==> config.mk <==
export PLATFORM = sky130hd
export DESIGN_NAME = bipolar_rx_monitor
export DESIGN_NICKNAME = d
export VERILOG_FILES = /design/src/rtl/brm_pkg.sv /design/src/rtl/brm_rail_sampler.sv /design/src/rtl/brm_violation_det.sv /design/src/rtl/brm_carrier_mon.sv /design/src/rtl/bipolar_rx_monitor.sv
export SDC_FILE = /design/constraint.sdc
export NUM_CORES = 1
export LEC_CHECK = 0
export BUFFER_PORTS_ARGS = -buffer_cell sky130_fd_sc_hd__buf_2
export CAP_MARGIN = 15
export CELL_PAD_IN_SITES_DETAIL_PLACEMENT = 1
export CELL_PAD_IN_SITES_GLOBAL_PLACEMENT = 1
export CORE_MARGIN = 4
export CORE_UTILIZATION = 45
export DETAILED_ROUTE_END_ITERATION = 7
export PLACE_DENSITY_LB_ADDON = 0.05
export SYNTH_ARGS = -nofsm -noshare
export SYNTH_HDL_FRONTEND = slang
export SYNTH_SLANG_ARGS = --single-unit
==> constraint.sdc <==
create_clock -name clk -period 2.8 [get_ports clk]
set_clock_uncertainty 0.2 [all_clocks]
set_input_delay 0.14 -clock clk [delete_from_list [all_inputs] [get_ports clk]]
set_output_delay 0.14 -clock clk [all_outputs]
set_load 0.03 [all_outputs]
==> src/rtl/brm_pkg.sv <==
package brm_pkg;
  typedef struct packed {
    logic pos;
    logic neg;
  } rail_pair_t;

  function automatic logic is_single(input rail_pair_t r);
    return r.pos ^ r.neg;
  endfunction

  function automatic logic is_dual(input rail_pair_t r);
    return r.pos & r.neg;
  endfunction
endpackage

==> src/rtl/brm_rail_sampler.sv <==
module brm_rail_sampler
  import brm_pkg::*;
(
  input  logic       clk,
  input  logic       rst,
  input  logic       rail_pos,
  input  logic       rail_neg,
  output rail_pair_t smp
);
  // Rails are captured on the falling edge so they settle half a bit ahead of processing.
  always_ff @(negedge clk) begin
    if (rst) smp <= '0;
    else     smp <= '{pos: rail_pos, neg: rail_neg};
  end
endmodule

==> src/rtl/brm_violation_det.sv <==
module brm_violation_det
  import brm_pkg::*;
#(
  parameter int TIE_MARKS = 4
) (
  input  logic       clk,
  input  logic       rst,
  input  rail_pair_t smp,
  output logic       bpv_q,
  output logic       tied_q
);
  localparam int TW = $clog2(TIE_MARKS + 1);
  localparam logic [TW-1:0] TMAX = TW'(TIE_MARKS);

  logic          last_pos;
  logic          pol_valid;
  logic [TW-1:0] dual_cnt, dual_cnt_n;
  logic          single, dual, viol_c;

  always_comb begin
    single = is_single(smp);
    dual   = is_dual(smp);
    viol_c = single & pol_valid & (smp.pos == last_pos) & ~tied_q;
    dual_cnt_n = dual_cnt;
    if (dual) begin
      if (dual_cnt != TMAX) dual_cnt_n = dual_cnt + 1'b1;
    end else if (single) begin
      dual_cnt_n = '0;
    end
  end

  always_ff @(posedge clk) begin
    if (rst) begin
      last_pos  <= 1'b0;
      pol_valid <= 1'b0;
      dual_cnt  <= '0;
      bpv_q     <= 1'b0;
      tied_q    <= 1'b0;
    end else begin
      if (single) begin
        last_pos  <= smp.pos;
        pol_valid <= 1'b1;
      end else if (dual) begin
        pol_valid <= 1'b0;
      end
      dual_cnt <= dual_cnt_n;
      bpv_q    <= viol_c;
      tied_q   <= (dual_cnt_n == TMAX);
    end
  end

  assert_no_bpv_when_tied_R5: assert property (@(posedge clk) disable iff (rst)
    tied_q |-> !bpv_q);

  assert_first_mark_clean_R4: assert property (@(posedge clk) disable iff (rst)
    (single && !pol_valid) |=> !bpv_q);
endmodule

==> src/rtl/brm_carrier_mon.sv <==
module brm_carrier_mon
  import brm_pkg::*;
#(
  parameter int LOS_ZEROS = 192,
  parameter int LOS_SPAN  = 192,
  parameter int DENS_WIN  = 8
) (
  input  logic       clk,
  input  logic       rst,
  input  rail_pair_t smp,
  output logic       los_q
);
  localparam int ZW = $clog2(LOS_ZEROS + 1);
  localparam int SW = $clog2(LOS_SPAN + 1);
  localparam logic [ZW-1:0] ZMAX = ZW'(LOS_ZEROS);
  localparam logic [ZW-1:0] ZWIN = ZW'(DENS_WIN);
  localparam logic [SW-1:0] SMAX = SW'(LOS_SPAN);

  logic [ZW-1:0] zcnt, zcnt_n;
  logic [SW-1:0] ok_cnt, ok_cnt_n;
  logic          mark;

  always_comb begin
    mark = smp.pos | smp.neg;
    if (mark)             zcnt_n = '0;
    else if (zcnt != ZMAX) zcnt_n = zcnt + 1'b1;
    else                  zcnt_n = zcnt;
    if (zcnt_n >= ZWIN)     ok_cnt_n = '0;
    else if (ok_cnt != SMAX) ok_cnt_n = ok_cnt + 1'b1;
    else                    ok_cnt_n = ok_cnt;
  end

  always_ff @(posedge clk) begin
    if (rst) begin
      zcnt   <= '0;
      ok_cnt <= '0;
      los_q  <= 1'b1;
    end else begin
      zcnt   <= zcnt_n;
      ok_cnt <= ok_cnt_n;
      if (zcnt_n == ZMAX)        los_q <= 1'b1;
      else if (ok_cnt_n == SMAX) los_q <= 1'b0;
    end
  end

  assert_clear_implies_short_run_R6: assert property (@(posedge clk) disable iff (rst)
    !los_q |-> (zcnt < ZMAX));

  assert_fall_inside_density_R7: assert property (@(posedge clk) disable iff (rst)
    $fell(los_q) |-> (zcnt < ZWIN));
endmodule

==> src/rtl/bipolar_rx_monitor.sv <==
module bipolar_rx_monitor
  import brm_pkg::*;
#(
  parameter int TIE_MARKS = 4,
  parameter int LOS_ZEROS = 192,
  parameter int LOS_SPAN  = 192,
  parameter int DENS_WIN  = 8
) (
  input  logic clk,
  input  logic rst,
  input  logic rail_pos,
  input  logic rail_neg,
  output logic nrz_data,
  output logic bpv_flag,
  output logic carrier_loss,
  output logic tied_rails
);
  rail_pair_t smp;

  brm_rail_sampler u_smp (
    .clk      (clk),
    .rst      (rst),
    .rail_pos (rail_pos),
    .rail_neg (rail_neg),
    .smp      (smp)
  );

  brm_violation_det #(.TIE_MARKS(TIE_MARKS)) u_viol (
    .clk    (clk),
    .rst    (rst),
    .smp    (smp),
    .bpv_q  (bpv_flag),
    .tied_q (tied_rails)
  );

  brm_carrier_mon #(
    .LOS_ZEROS (LOS_ZEROS),
    .LOS_SPAN  (LOS_SPAN),
    .DENS_WIN  (DENS_WIN)
  ) u_los (
    .clk   (clk),
    .rst   (rst),
    .smp   (smp),
    .los_q (carrier_loss)
  );

  // Data is registered at the same edge as the flag so both carry the same delay.
  always_ff @(posedge clk) begin
    if (rst) nrz_data <= 1'b0;
    else     nrz_data <= smp.pos | smp.neg;
  end

  assert_flag_on_mark_R3: assert property (@(posedge clk) disable iff (rst)
    bpv_flag |-> nrz_data);

  assert_los_rises_on_zero_R6: assert property (@(posedge clk) disable iff (rst)
    $rose(carrier_loss) |-> !nrz_data);
endmodule

# Yosys cells after proc, flatten, opt, wreduce, memory -nomap -nowiden
# Index checks and enable logic that the tools add are counted.
[totals] output_inout_bits=4 inputBits=4 elab_cells=40 register_bits=27
[classes] mux=9 add_sub_neg=3 n_lt_le_gt_ge=1 n_eq_ne=7 n_reduce_logical=2 bitwise_logic=7
[ops] operator="$mux 8" n=4
[ops] operator="$add 8x1->8 const B" n=2
[ops] operator="$eq 8x8->1 const B" n=2
[ops] operator="$ne 8x8->1 const B" n=2
[ops] operator="$mux 3" n=3
[ops] operator="$ge 8x4->1 const B" n=1
[ops] operator="$and 1x1->1" n=4
[ops] operator="$add 3x1->3 const B" n=1
[ops] operator="$eq 3x3->1 const B" n=1
[ops] operator="$ne 3x3->1 const B" n=1
[ops] operator="$mux 1" n=2
[ops] operator="$reduce_bool 2->1" n=1
[ops] operator="$reduce_or 2->1" n=1
[ops] operator="$eq 1x1->1" n=1
[ops] operator="$not 1->1" n=1
[ops] operator="$or 1x1->1" n=1
[ops] operator="$xor 1x1->1" n=1

# Logic depth before layout (Yosys ltp)
[logic_depth] word_depth=6 depth_mapped=7 depth_no_buf=7

# Modules after synthesis
# From an unflattened synthesis, not the netlist that was laid out.
[hier_totals] cells_unflattened=163 hier_area_um2=1468.9
[modules_own_cells] mod="brm_carrier_mon" seq_area_each_um2=340.3 cells_each=120 n_inst=1 area_each_um2=1024.7
[modules_own_cells] mod="brm_violation_det" seq_area_each_um2=140.1 cells_each=36 n_inst=1 area_each_um2=357.8
[modules_own_cells] mod="brm_rail_sampler" seq_area_each_um2=40.0 cells_each=5 n_inst=1 area_each_um2=56.3
[modules_own_cells] mod="bipolar_rx_monitor" seq_area_each_um2=20.0 cells_each=2 n_inst=1 area_each_um2=30.0

==> results.md <==
* Multi-input combinational cell area at approximately 930 um2
* Worst setup SP type: flip-flop
* Min-delay worst type: flip-flop to flip-flop
* CTS H-Tree Depth at 1
* Top post-synthesis cells by area: dfxtp_1 (39%), ha_1 (8.1%), xnor2_1 (6.3%), nor2_1 (5.9%), inv_1 (4.0%)
* Seq/Total Area, Yosys at 0.387
* Register area at between 500 and 600 um2
* Initial antenna violation count at 0
* Synthesized Nets at approximately 170
* Reg clk slew, reported paths at roughly 0.16 ns
* Core area at roughly 0.0029 mm2
* Die width at 63.7 um
* Total clock buffers created by CTS at 3
* Yosys top cell by area: dfxtp_1
* Worst vdd ir at around 0.00023 V
* P per Cell Area at 401 mW/mm2
* Largest driver fanout on the critical path at 4
* # DRC at 0
* Via density at about 5.7
* Area growth, synth to finish at 24.1%
* Clock latency on the worst-skew pair at around 0.4 ns
* Initial Utilization at 0.489
* Most common cell in the netlist: dfxtp_1
* Crit. End Element: flip-flop
* Outcome: finished with violations
* Vias in the first global route at approximately 1300
* CTS tree: built
* Max-cap violations at 0
* IO buf count at 7
* Slew Limit Fails at 0
* Synth Register Bits at 27
* Die ar. at just over 0.004 mm2
* Leak Pwr at about 0.68 nW
* Setup violators final at 21
* Top cell type's share of synthesized area at 0.387
* Critical Path AT at roughly 3.1 ns
* Final #Nets at roughly 200
* Largest net degree at the start of global routing at 17
* GPL Wtd Cong at slightly above 0.8
* ANT cells at 0
* Top_reg_cell synth: dfxtp_1
* Post-synth EDFFs at 0
* Synth Warn # at 0
* CP required at between 2 and 3 ns
* Global-route wire length before repair at 5.68 mm
* Wire length per cell at roughly 16 um
* Placed insts at a little over 200
* Routed Antenna Nets at 0
* Drt pass-1 iters at 4
* Total Routed Length at roughly 3.4 mm
* IO Pins at 8
* Final Hold Viols at 0
* Total GRT Usage at 0.175
* Row cnt at 19
* Root buffer cell: clkbuf_4
* Die H at 63.7 um
* Post-synth cell types at 39
* Final worst-path setup slack at -0.287 ns
* Most frequent cells after synthesis: dfxtp_1 (27), nor2_1 (22), inv_1 (15)
* Clock Path Buffers at 2
* Power Total at around 0.7 mW
* Hpwl dp at roughly 2.3 mm
* Syn Area/Cell at approximately 8.7 um2
* Ys async rst share at 0
* Detailed-route via count at approximately 1200
* Filler cell count at 345
* Tightest Pin Transition at roughly 0.53 ns
* Mapped Cells at roughly 160
* Critical path class: flip-flop to flip-flop
* Starting DRT DRC Count at 60
* Unrepaired setup endpoints after global routing: true
* Failing checks: setup timing
* Rel. slew slack at 0.637
* Ratio of cells with drive above 1 in the final layout at 0.298
* Clk sinks at 27
* Final Non-Filler Cells at about 210
* GRT overflow at 0
* Netlist Area Pre-Place at 0.00140 mm2
flip-flops by register name, indices dropped and copies added (netlist names):
name	count
nrz_data	1
u_los.ok_cnt	8
u_smp.smp	2
u_los.zcnt	8
u_viol.dual_cnt	3
u_viol.bpv_q	1
u_viol.tied_q	1
u_viol.pol_valid	1
u_los.los_q	1
u_viol.last_pos	1
routing by layer:
metal,track usage,up-vias,share of wire
met4,0.0593,0,0.021
met1,0.202,595,0.44
met2,0.310,19,0.51
met5,0,-,0
li1,-,594,-
met3,0.0462,8,0.030
where the power goes:
part	switching, mW	total, mW	internal (mW)
clock	0.133	0.194	0.0604
combinational	0.0512	0.0943	0.0431
sequential	0.0113	0.407	0.396
final cells by class:
| class | instances | share of cell area |
|---|---|---|
| Multi-Input combinational cell | 115 | 0.535 |
| Timing Repair Buffer | 19 | 0.0759 |
| Inverter | 14 | 0.0303 |
| Clock inverter | 3 | 0.00939 |
| Clock buffer | 3 | 0.0130 |
| Sequential cell | 27 | 0.314 |
| Tap cell | 31 | 0.0224 |
cell families after synthesis:
group / synth area share
multiplexers: 0.0144
adder cells (fa/ha/maj): 0.0807
AND/OR/NAND/NOR: 0.261
buffers and inverters: 0.0529
AO/OA/AOI/OAI: 0.109
XOR/XNOR: 0.0942
flip-flops: 0.387
repair_timing:
item	4_1_cts	5_1_grt
pin swaps	7	9
buffers inserted	1	2
hold endpoints to repair	9	0
resized for setup	14	17
endpoints found under the setup margin	19	23
hold buffers	1	0
per-stage QoR:
| stage | setup WS [ns] | TNS (ns) | hold WS, ns | area [um2] | util |
|---|---|---|---|---|---|
| 5_1_grt | -0.361 | -4.85 | 0.283 | 1730 | 0.607 |
| 3_3_place_gp | -0.208 | -1.69 | 0.249 | 1530 | 0.537 |
| 4_1_cts | -0.281 | -3.14 | 0.253 | 1650 | 0.578 |
| 6_report | -0.287 | -3.41 | 0.267 | 1730 | 0.607 |
| 3_5_place_dp | -0.300 | -2.79 | 0.230 | 1530 | 0.537 |
| 2_1_floorplan | -0.203 | -1.34 | 0.0249 | 1420 | - |
path summary, 6_finish.rpt:
| path | startpoint | endpoint | slack, ns | depth (start not counted) |
|---|---|---|---|---|
| max reg2reg | u_smp.smp[0]$_SDFF_NP0_ | u_los.los_q$_SDFFE_PP1N_ | -0.29 | 6 |
| max | u_smp.smp[0]$_SDFF_NP0_ | u_los.los_q$_SDFFE_PP1N_ | -0.29 | 6 |
| min reg2reg | u_viol.tied_q$_SDFF_PP0_ | u_viol.bpv_q$_SDFF_PP0_ | 0.27 | 1 |
| min | u_viol.tied_q$_SDFF_PP0_ | u_viol.bpv_q$_SDFF_PP0_ | 0.27 | 1 |
cells in the final DEF (no fill, tap or decap), types with 2 or more instances in the layout:
cell type,count
inv_2,3
buf_2,7
or2_4,2
nor2_2,4
nor3_2,3
ha_4,2
xnor2_1,10
nand4_1,3
nor2_1,18
dfxtp_2,2
dfxtp_1,25
nor4_2,2
nand2_1,5
and3_1,3
nor2b_1,2
buf_4,10
xor2_1,5
ha_1,7
inv_1,13
nor3_1,3
clkbuf_4,3
and4b_1,2
mux2i_1,2
a21oi_2,2
or3_1,3
nand4b_1,2
a21oi_1,5
nand3_1,6
worst max-delay path, stage by stage, from the launching register on:
cell	delay [ns]
dfxtp_2	0.32
inv_2	0.08
ha_4	0.19
inv_2	0.07
o211ai_1	0.23
o31ai_2	0.12
a221o_1	0.32
Power figures use the tool's default switching activity.
